File: src/rtl/div5_pkg.sv
`timescale 1ns/1ps
package div5_pkg;

    // Division ratio; odd, so a half-period extension is needed for 50% duty.
    localparam int unsigned DIV_RATIO = 5;
    localparam int unsigned CNT_W     = $clog2(DIV_RATIO);
    localparam int unsigned LAST_PH   = DIV_RATIO - 1;
    // Counter bit that is high for two consecutive phases (2 and 3).
    localparam int unsigned TAP_BIT   = 1;

    typedef logic [CNT_W-1:0] phase_t;

    // The two register-sourced inputs of the output gate.
    typedef struct packed {
        logic tap;  // counter bit, rising-edge domain
        logic ext;  // same bit delayed half a period
    } clk_parts_t;

    // Next counter value; any value at or past the last phase returns to 0,
    // so unused encodings cannot trap the counter.
    function automatic phase_t next_phase(input phase_t cur);
        if (cur >= phase_t'(LAST_PH))
            return '0;
        else
            return cur + phase_t'(1);
    endfunction

    function automatic logic combine(input clk_parts_t p);
        return p.tap | p.ext;
    endfunction

endpackage

File: src/rtl/div5_phase_counter.sv
`timescale 1ns/1ps
module div5_phase_counter
    import div5_pkg::*;
(
    input  logic   clk,
    input  logic   rst,
    output phase_t phase_q,
    output logic   tap
);

    always_ff @(posedge clk) begin
        if (rst)
            phase_q <= '0;
        else
            phase_q <= next_phase(phase_q);
    end

    assign tap = phase_q[TAP_BIT];

    AST_WRAP_TO_ZERO: assert property (@(posedge clk) disable iff (rst)
        (phase_q == phase_t'(LAST_PH)) |=> (phase_q == '0));

    AST_STEP_BY_ONE: assert property (@(posedge clk) disable iff (rst)
        (phase_q < phase_t'(LAST_PH)) |=> (phase_q == phase_t'($past(phase_q) + phase_t'(1))));

    AST_UNUSED_EXIT: assert property (@(posedge clk) disable iff (rst)
        (phase_q > phase_t'(LAST_PH)) |=> (phase_q == '0));

    AST_RESET_HOLD: assert property (@(posedge clk)
        rst |=> (phase_q == '0));

endmodule

File: src/rtl/div5_half_ext.sv
`timescale 1ns/1ps
module div5_half_ext (
    input  logic clk,
    input  logic rst,
    input  logic tap_in,
    output logic ext_q
);

    // Falling-edge copy of the tap: stretches the high time by half a period.
    always_ff @(negedge clk) begin
        if (rst)
            ext_q <= 1'b0;
        else
            ext_q <= tap_in;
    end

endmodule

File: src/rtl/odd_clk_div5.sv
`timescale 1ns/1ps
module odd_clk_div5
    import div5_pkg::*;
(
    input  logic clk_in,
    input  logic rst,
    output logic clk_out
);

    phase_t     phase_w;
    logic       tap_w;
    logic       ext_w;
    clk_parts_t parts;

    div5_phase_counter u_cnt (
        .clk     (clk_in),
        .rst     (rst),
        .phase_q (phase_w),
        .tap     (tap_w)
    );

    div5_half_ext u_ext (
        .clk    (clk_in),
        .rst    (rst),
        .tap_in (tap_w),
        .ext_q  (ext_w)
    );

    assign parts   = '{tap: tap_w, ext: ext_w};
    // Both gate inputs are flop outputs: no decode reaches the output.
    assign clk_out = combine(parts);

    // Half-period register seen high by the end of phase 3 after a normal step.
    AST_EXT_HIGH_LATE: assert property (@(posedge clk_in) disable iff (rst)
        ((phase_w == phase_t'(3)) && ($past(phase_w) == phase_t'(2))) |-> ext_w);

    // And low by the end of phase 1 after a normal step.
    AST_EXT_LOW_EARLY: assert property (@(posedge clk_in) disable iff (rst)
        ((phase_w == phase_t'(1)) && ($past(phase_w) == phase_t'(0))) |-> !ext_w);

endmodule

File: config.mk
export PLATFORM = sky130hd
export DESIGN_NAME = odd_clk_div5
export DESIGN_NICKNAME = d
export VERILOG_FILES = /design/src/rtl/div5_pkg.sv /design/src/rtl/div5_phase_counter.sv /design/src/rtl/div5_half_ext.sv /design/src/rtl/odd_clk_div5.sv
export SDC_FILE = /design/constraint.sdc
export NUM_CORES = 1
export LEC_CHECK = 0
export ABC_AREA = 1
export BUFFER_PORTS_ARGS = -buffer_cell sky130_fd_sc_hd__buf_2
export CORE_AREA = 5 5 42 44
export DETAILED_ROUTE_END_ITERATION = 12
export DIE_AREA = 0 0 47 49
export PLACE_DENSITY = 0.34
export SYNTH_ARGS = -nofsm -noshare
export SYNTH_HDL_FRONTEND = slang
export SYNTH_SLANG_ARGS = --single-unit
File: constraint.sdc
create_clock -name clk_in -period 2.2 [get_ports clk_in]
set_input_delay 0.55 -clock clk_in [delete_from_list [all_inputs] [get_ports clk_in]]
set_output_delay 0.55 -clock clk_in [all_outputs]
set_load 0.005 [all_outputs]
### Word-level counts from Yosys, hierarchy flattened

Index checks and enable logic that the tools add are counted.

* bits in registers: 4
* output and inout bits: 1
* input port bits: 2
* logic and storage cells: 6

* add/subtract/negate cells: 1
* bitwise logic cells: 1
* magnitude comparators: 1
* reduce and logical (&&, ||, !) cells: 1

Operators by type and width (number)
* adder 3 x 1 -> 3 bit, second input constant: 1
* >= comparator 3 bit, second input constant: 1
* OR reduction 2 bit: 1
* OR 1 bit: 1

### Logic depth before layout (Yosys ltp)

Gate-level depths: netlist (run 1).

* word-level depth: 2
* gate-level depth with buffers: 3
* depth with buffers taken out: 3

### Modules after synthesis

A second synthesis (run 1) with hierarchy kept.

* cell total of the unflattened synthesis: 20
* area total of the unflattened synthesis: 157.7 µm²

By module, submodules not included
* div5_phase_counter: area an instance 112.6 µm², cells an instance 13, sequential area each 60.1 µm², instances 1
* div5_half_ext: area an instance 33.8 µm², cells an instance 4, sequential area each 20.0 µm², instances 1
* odd_clk_div5: area an instance 11.3 µm², cells an instance 3, sequential area each 0.0 µm², instances 1

==> metrics.csv, run 1 <==
stage,metric,value,unit
outcome,status,finished with violations,
outcome,violated checks,setup timing,
clock_network,CTS max path bufs,2,
synthesis,"Seq/Total Area, Yosys",57.1,%
clock_network,cts hold-fix bufs,0,
timing,Slew Limit Fails,0,
synthesis,Mapped Area,140,um2
clock_network,worst skew pair latency,290,ps
synthesis,mux share of post-synthesis cell area,0,%
finish,ant diodes,0,
power,Leak Pwr,0.000100,uW
finish,FF/Latch Area,80.1,um2
die,Die ar.,0.00230,mm2
synthesis,leading post-synthesis cells by cell area,"dfxtp_1, inv_1, nor2_1, ha_1, or2_1",
min_path,Worst Hold Class,reg -> reg,
finish,P&R area growth vs syn,40.2,%
finish,Finished Cell Area,196,um2
synthesis,"Primary FF master, synth",dfxtp_1,
clock_network,Post-CTS Setup Inserts,0,
power,power per cell area,1040,mW/mm2
setup_path,worst-path fanout max,1,
synthesis,post-synthesis compound-gate area fraction,0,%
power,Tot Pwr,205,uW
synthesis,"count leader, synth",inv_1,
setup_path,CP max stage cell,dfxtp_1,
timing,"Hold Vio Cnt, Final",0,
global_routing,initial antenna violation count,0,
finish,Final #Nets,27,
finish,Non-Filler Instances,39,
synthesis,Yosys Warn Count,0,
route,DRT antenna net count,0,
setup_path,crit-path cells,or2_1 -> buf_2,
synthesis,count of cell types in the netlist,6,
route,vias per std cell,2.72,
synthesis,Yosys top cell area share,57.1,%
route,initial DRC count,3,
placement,placed cell areas,170,um2
global_routing,GRT Total Usage,3.24,%
power,Worst IR Drop VDD,0.196,mV
synthesis,flop and latch count out of synthesis,4,
timing,relative slew slack,93.3,%
setup_path,CP arrival,1980,ps
finish,post-layout util,14.0,%
route,TritonRoute pass-1 iters,2,
synthesis,Syn Area/Cell,8.24,um2
synthesis,largest family of logic cells by synthesized area,simple AND/OR/NAND/NOR gates,
clock_network,H-tree depth,1,
clock_network,"Clk pin slew, worst setup/hold paths",40,ps
synthesis,Post-synth EDFFs,0,
die,Die X-Extent,47,um
die,Core Area,0.00140,mm2
synthesis,area share of xor/xnor cells in the synthesized design,0,%
synthesis,asr flop ratio synth,0,%
global_routing,first-pass GRT wire length,434,um
die,Ports,3,
timing,Setup-failing EPs final,1,
timing,Clock Skew,51.4,ps
route,wire per inst,6.13,um
synthesis,Mapped Cells,17,
placement,IO Port Bufs,2,
timing,worst setup margin,-330,ps
timing,RSZ-0062 raised after global routing,yes,
global_routing,largest net degree at the start of global routing,4,
route,DRC Markers,0,
setup_path,"Req. time, crit path",1650,ps
job,max_cap viols,0,
placement,gp weighted congestion,0.607,
die,Chip Height,49,um
setup_path,max incr delay on CP,280,ps
die,initial core utilization,10.0,%
finish,share of layout cells above drive strength 1,21.7,%
synthesis,Synth Area in Simple Gates,17.9,%
timing,setup TNS,-330,ps
synthesis,Yosys top cell by area,dfxtp_1,
die,std cell rows,14,
global_routing,gr ovfl total,0,
placement,dpl cells,35,
finish,fillers,172,
clock_network,clock sinks,4,
placement,hpwl dp,175,um
timing,Slew @ Worst Pin,100,ps
global_routing,number of global-route vias before repair,123,
route,Vias,106,
route,Total Wirelength,239,um
setup_path,kind of critical path,reg -> out,
clock_network,CTS tree,built,
clock_network,Inserted Clock Buffers,3,
synthesis,Adder-Cell Fraction of Synth Area,8.93,%
clock_network,CTS root buf,clkbuf_4,
setup_path,crit start category,flop,
synthesis,most frequent cells after synthesis,"inv_1, dfxtp_1, nor2_1",
setup_path,Critical Path End Type,primary output,
synthesis,Syn Nets,20,
finish,area of the multi-input gates,37.5,um2
logic make-up after synthesis:
logic type,Yosys count
AND/OR/NAND/NOR,6
buffers and inverters,6
flip-flops,4
adder cells (fa/ha/maj),1
cell usage in the layout (no fill, tap or decap), drive strengths merged:
cell	Yosys	final
buf	0	2
inv	6	6
nand2	1	1
nor2	4	4
dfxtp	4	4
clkbuf	0	4
or2	1	1
ha	1	1
repair_timing:
item                                    4_1_cts  5_1_grt
endpoints found under the setup margin        1        1
gates cloned                                  0        0
resized for setup                             0        0
registers in the layout, indices dropped and copies added, names as in the netlist:
name,cells
u_ext.ext_q,1
u_cnt.phase_q,3
worst max-delay path: cells and delay by family (launching register included):
kind	cells	cell delay, ps
flops	1	280
simple gates	1	190
buf+inv	1	120
worst paths after layout:
| path | start | end | slack, ps | cells past startpoint |
|---|---|---|---|---|
| setup reg to reg | u_cnt.phase_q[1] | u_ext.ext_q | 620 | 2 |
| hold / removal | u_cnt.phase_q[0] | u_cnt.phase_q[0] | 430 | 1 |
| setup / recovery | u_ext.ext_q | clk_out | -330 | 2 |
| hold reg to reg | u_cnt.phase_q[0] | u_cnt.phase_q[0] | 430 | 1 |
final cells by class:
cell class / instances / share of cell area (%)
clock buffers: 4 / 13.4
clock inverters: 1 / 1.91
inverters: 5 / 9.55
multi-input cells: 7 / 19.1
flip-flops and latches: 4 / 40.8
well taps: 16 / 10.2
repair buffers: 2 / 5.10
per-layer routing:
metal  GRT usage, %  up-vias  wire, um
li1               -       57         -
met1           2.64       46       105
met2           2.94        3        99
met3           3.32        0        34
met4           5.53        0         0
met5              0        -         0
metrics by stage:
| step | hold slack [ps] | worst slack (ps) |
|---|---|---|
| final | 431 | -330 |
| after global routing | 475 | -380 |
| after CTS | 431 | -345 |
| after detailed placement | 426 | -39.1 |
| after global placement | 407 | -29.4 |
| after floorplan | 399 | 74.1 |
where the power goes:
group | total (uW) | internal (uW) | leakage (uW) | switching (uW)
Clock | 107 | 70.8 | 0.0000203 | 36.7
Sequential | 82.1 | 79.0 | 0.0000329 | 3.10
Combinational | 15.6 | 7.89 | 0.0000468 | 7.68
(Power assumes the default switching activity.)
==> inputs of run 2 (changes only) <==
--- a/config.mk
+++ b/config.mk
@@ -5,12 +5,11 @@
 export SDC_FILE = /design/constraint.sdc
 export NUM_CORES = 1
 export LEC_CHECK = 0
-export ABC_AREA = 1
 export BUFFER_PORTS_ARGS = -buffer_cell sky130_fd_sc_hd__buf_2
 export CORE_AREA = 5 5 42 44
 export DETAILED_ROUTE_END_ITERATION = 12
 export DIE_AREA = 0 0 47 49
-export PLACE_DENSITY = 0.34
+export PLACE_DENSITY = 0.33
 export SYNTH_ARGS = -nofsm -noshare
 export SYNTH_HDL_FRONTEND = slang
 export SYNTH_SLANG_ARGS = --single-unit
==> run 2 against run 1 <==
Against the previous run: the run still ends with setup timing left; clock skew is 2.6 ps higher; via count is 15% lower; critical path type unchanged; sequential cell count stayed put; global-route usage is 0.42 points lower; largest cell class unchanged.
==> metrics.csv, run 2 <==
stage,metric,value,unit,change
finish,"commonest non-fill, non-tap cell in the layout",dfxtp_1,,
synthesis,Syn Nets,14,,-30%
clock_network,Inserted Clock Buffers,3,,unchanged
power,Leak Pwr,0.0000821,uW,-18%
synthesis,"Seq/Total Area, Yosys",62.1,%,+5.0 points
setup_path,worst-path fanout max,1,,unchanged
finish,biggest regs,"u_cnt.phase_q x3, u_ext.ext_q x1",,
power,clock network power share,52.0,%,-0.4 points
power,Worst IR Drop VDD,0.451,mV,+130%
finish,P&R area growth vs syn,43.7,%,
global_routing,initial antenna violation count,0,,unchanged
die,initial core utilization,9.20,%,-0.80 points
synthesis,Synth Area in Simple Gates,25.2,%,+7.4 points
timing,setup TNS,-327,ps,+3.37 ps
synthesis,Syn Area/Cell,11.7,um2,+42%
route,initial DRC count,1,,-2
placement,gp weighted congestion,0.509,,-16%
timing,worst setup margin,-327,ps,+3.37 ps
timing,Slew Limit Fails,0,,unchanged
power,power per cell area,1080,mW/mm2,+3.6%
clock_network,CTS max path bufs,2,,unchanged
global_routing,number of global-route vias before repair,99,,-20%
global_routing,GRT Total Usage,2.82,%,-0.42 points
power,Pint,158,uW,+0.48%
die,Die ar.,0.00230,mm2,unchanged
finish,ant diodes,0,,unchanged
timing,Clock Skew,53.9,ps,+2.58 ps
timing,RSZ-0062 raised after global routing,yes,,
synthesis,Mapped Area,129,um2,-8.0%
synthesis,flop and latch count out of synthesis,4,,unchanged
power,Combinational Power Share,7.0,%,-0.6 points
finish,largest register by flop count,u_cnt.phase_q,,
die,Chip Height,49,um,unchanged
clock_network,"Clk pin slew, worst setup/hold paths",40,ps,about the same
power,Net Sw Frac,21.0,%,-2.2 points
setup_path,worst reg-to-reg path cell count,1,,-1
global_routing,gr ovfl total,0,,unchanged
job,max_cap viols,0,,unchanged
outcome,violated checks,setup timing,,
placement,IO Port Bufs,2,,unchanged
route,DRC Markers,0,,unchanged
setup_path,kind of critical path,reg -> out,,
synthesis,count of cell types in the netlist,7,,+1
clock_network,CTS tree,built,,
clock_network,clock sinks,4,,unchanged
die,Ports,3,,unchanged
synthesis,leading post-synthesis cells by cell area,"dfxtp_1, nor3b_1, ha_1, nor2b_1, or2_1",,
synthesis,"Primary FF master, synth",dfxtp_1,,
synthesis,largest family of logic cells by synthesized area,simple AND/OR/NAND/NOR gates,,
route,Total Wirelength,190,um,-21%
min_path,hold depth,1,,unchanged
power,net load switching power,42.0,uW,-12%
timing,"Hold Vio Cnt, Final",0,,unchanged
min_path,Worst Hold Class,reg -> reg,,
clock_network,worst skew pair latency,280,ps,about the same
finish,share of layout cells above drive strength 1,29.4,%,+7.7 points
synthesis,Yosys Warn Count,0,,unchanged
setup_path,CP arrival,1980,ps,about the same
route,DRT antenna net count,0,,unchanged
synthesis,Adder-Cell Fraction of Synth Area,9.71,%,+0.78 points
die,std cell rows,14,,unchanged
outcome,status,finished with violations,,
finish,fillers,164,,-4.7%
synthesis,post-synthesis compound-gate area fraction,0,%,unchanged
placement,hpwl dp,144,um,-18%
clock_network,Post-CTS Setup Inserts,0,,unchanged
setup_path,crit start category,flop,,
synthesis,area share of xor/xnor cells in the synthesized design,0,%,unchanged
synthesis,Post-synth EDFFs,0,,unchanged
synthesis,Yosys top cell area share,62.1,%,+5.0 points
synthesis,asr flop ratio synth,0,%,unchanged
timing,relative slew slack,89.0,%,-4.3 points
route,wire per inst,5.76,um,-6.0%
route,Vias,90,,-15%
clock_network,H-tree depth,1,,unchanged
die,Core Area,0.00140,mm2,unchanged
clock_network,cts hold-fix bufs,0,,unchanged
synthesis,mux share of post-synthesis cell area,0,%,unchanged
timing,Setup-failing EPs final,1,,unchanged
die,Die X-Extent,47,um,unchanged
finish,most frequent cells in the layout,"dfxtp_1, clkbuf_4, nor3b_1, buf_2",,
clock_network,PostCTS Resize Cnt,0,,unchanged
timing,Slew @ Worst Pin,164,ps,+63.8 ps
finish,Largest register FFs,3,,unchanged
route,vias per std cell,2.73,,+0.34%
route,TritonRoute pass-1 iters,2,,unchanged
synthesis,Yosys top cell by area,dfxtp_1,,
global_routing,first-pass GRT wire length,386,um,-11%
setup_path,Critical Path End Type,primary output,,
finish,Final #Nets,21,,-22%
power,Tot Pwr,200,uW,-2.3%
synthesis,most frequent cells after synthesis,"dfxtp_1, nor3b_1",,
global_routing,largest net degree at the start of global routing,5,,+1
power,sequential power share,41.0,%,+1.0 points
setup_path,"Req. time, crit path",1650,ps,about the same
clock_network,CTS root buf,clkbuf_4,,
synthesis,"count leader, synth",dfxtp_1,,
synthesis,Mapped Cells,11,,-6
## run 2: layer usage
metal	global-route usage [%]	routed length, um	vias up
li1	-	-	47
met1	3.52	89	38
met2	2.04	66	5
met3	4.43	34	0
met4	1.38	0	0
met5	0	0	-
## run 2: final timing paths
kind | from | endpoint | slack, ps
worst min-delay path | u_cnt.phase_q[0] | u_cnt.phase_q[0] | 420
worst min register to register | u_cnt.phase_q[0] | u_cnt.phase_q[0] | 420
worst max register to register | u_cnt.phase_q[1] | u_ext.ext_q | 610
worst max-delay path | u_ext.ext_q | clk_out | -330
## run 2: cell type report
class                   count  area (um2)  area share, %
flip-flops and latches      4        80.1           43.2
multi-input cells           6        45.0           24.3
clock buffers               4        26.3           14.2
well taps                  16        20.0           10.8
repair buffers              2        10.0           5.41
clock inverters             1        3.75           2.03
## run 2: power by group through the flow
stage | logic (uW) | registers, uW | clock network, uW
final | 14.0 | 82.2 | 104
after global routing | 16.7 | 82.9 | 126
after CTS | 14.7 | 82.2 | 110
after detailed placement | 14.6 | 83.3 | 5.69
after global placement | 13.3 | 83.0 | 5.69
after floorplan | 8.28 | 82.4 | 5.69
## run 2: cells by family (layout without fill, tap and decap cells)
kind of cell / Yosys count / after routing
simple gates: 5 / 5
flops: 4 / 4
fa+ha+maj: 1 / 1
buf+inv: 1 / 7
## run 2: critical path, cell delays in order, from the launching register on
cell     delay (ps)
dfxtp_1         280
or2_1           190
buf_2           120
## run 2: what timing repair did
| item | in CTS | in global routing |
|---|---|---|
| endpoints found under the setup margin | 1 | 1 |
| pin swaps | 0 | 0 |
| cloned | 0 | 0 |
## run 2: stage by stage
step	util, %	std cells	hold WS (ps)	setup WS [ps]	cell area [um2]
4_1_cts	13.2	33	422	-343	185
3_3_place_gp	11.3	29	407	-35.3	159
3_5_place_dp	11.3	29	412	-38.9	159
2_1_floorplan	-	11	398	74.1	129
6_report	13.2	33	420	-327	185
5_1_grt	13.2	33	437	-408	185
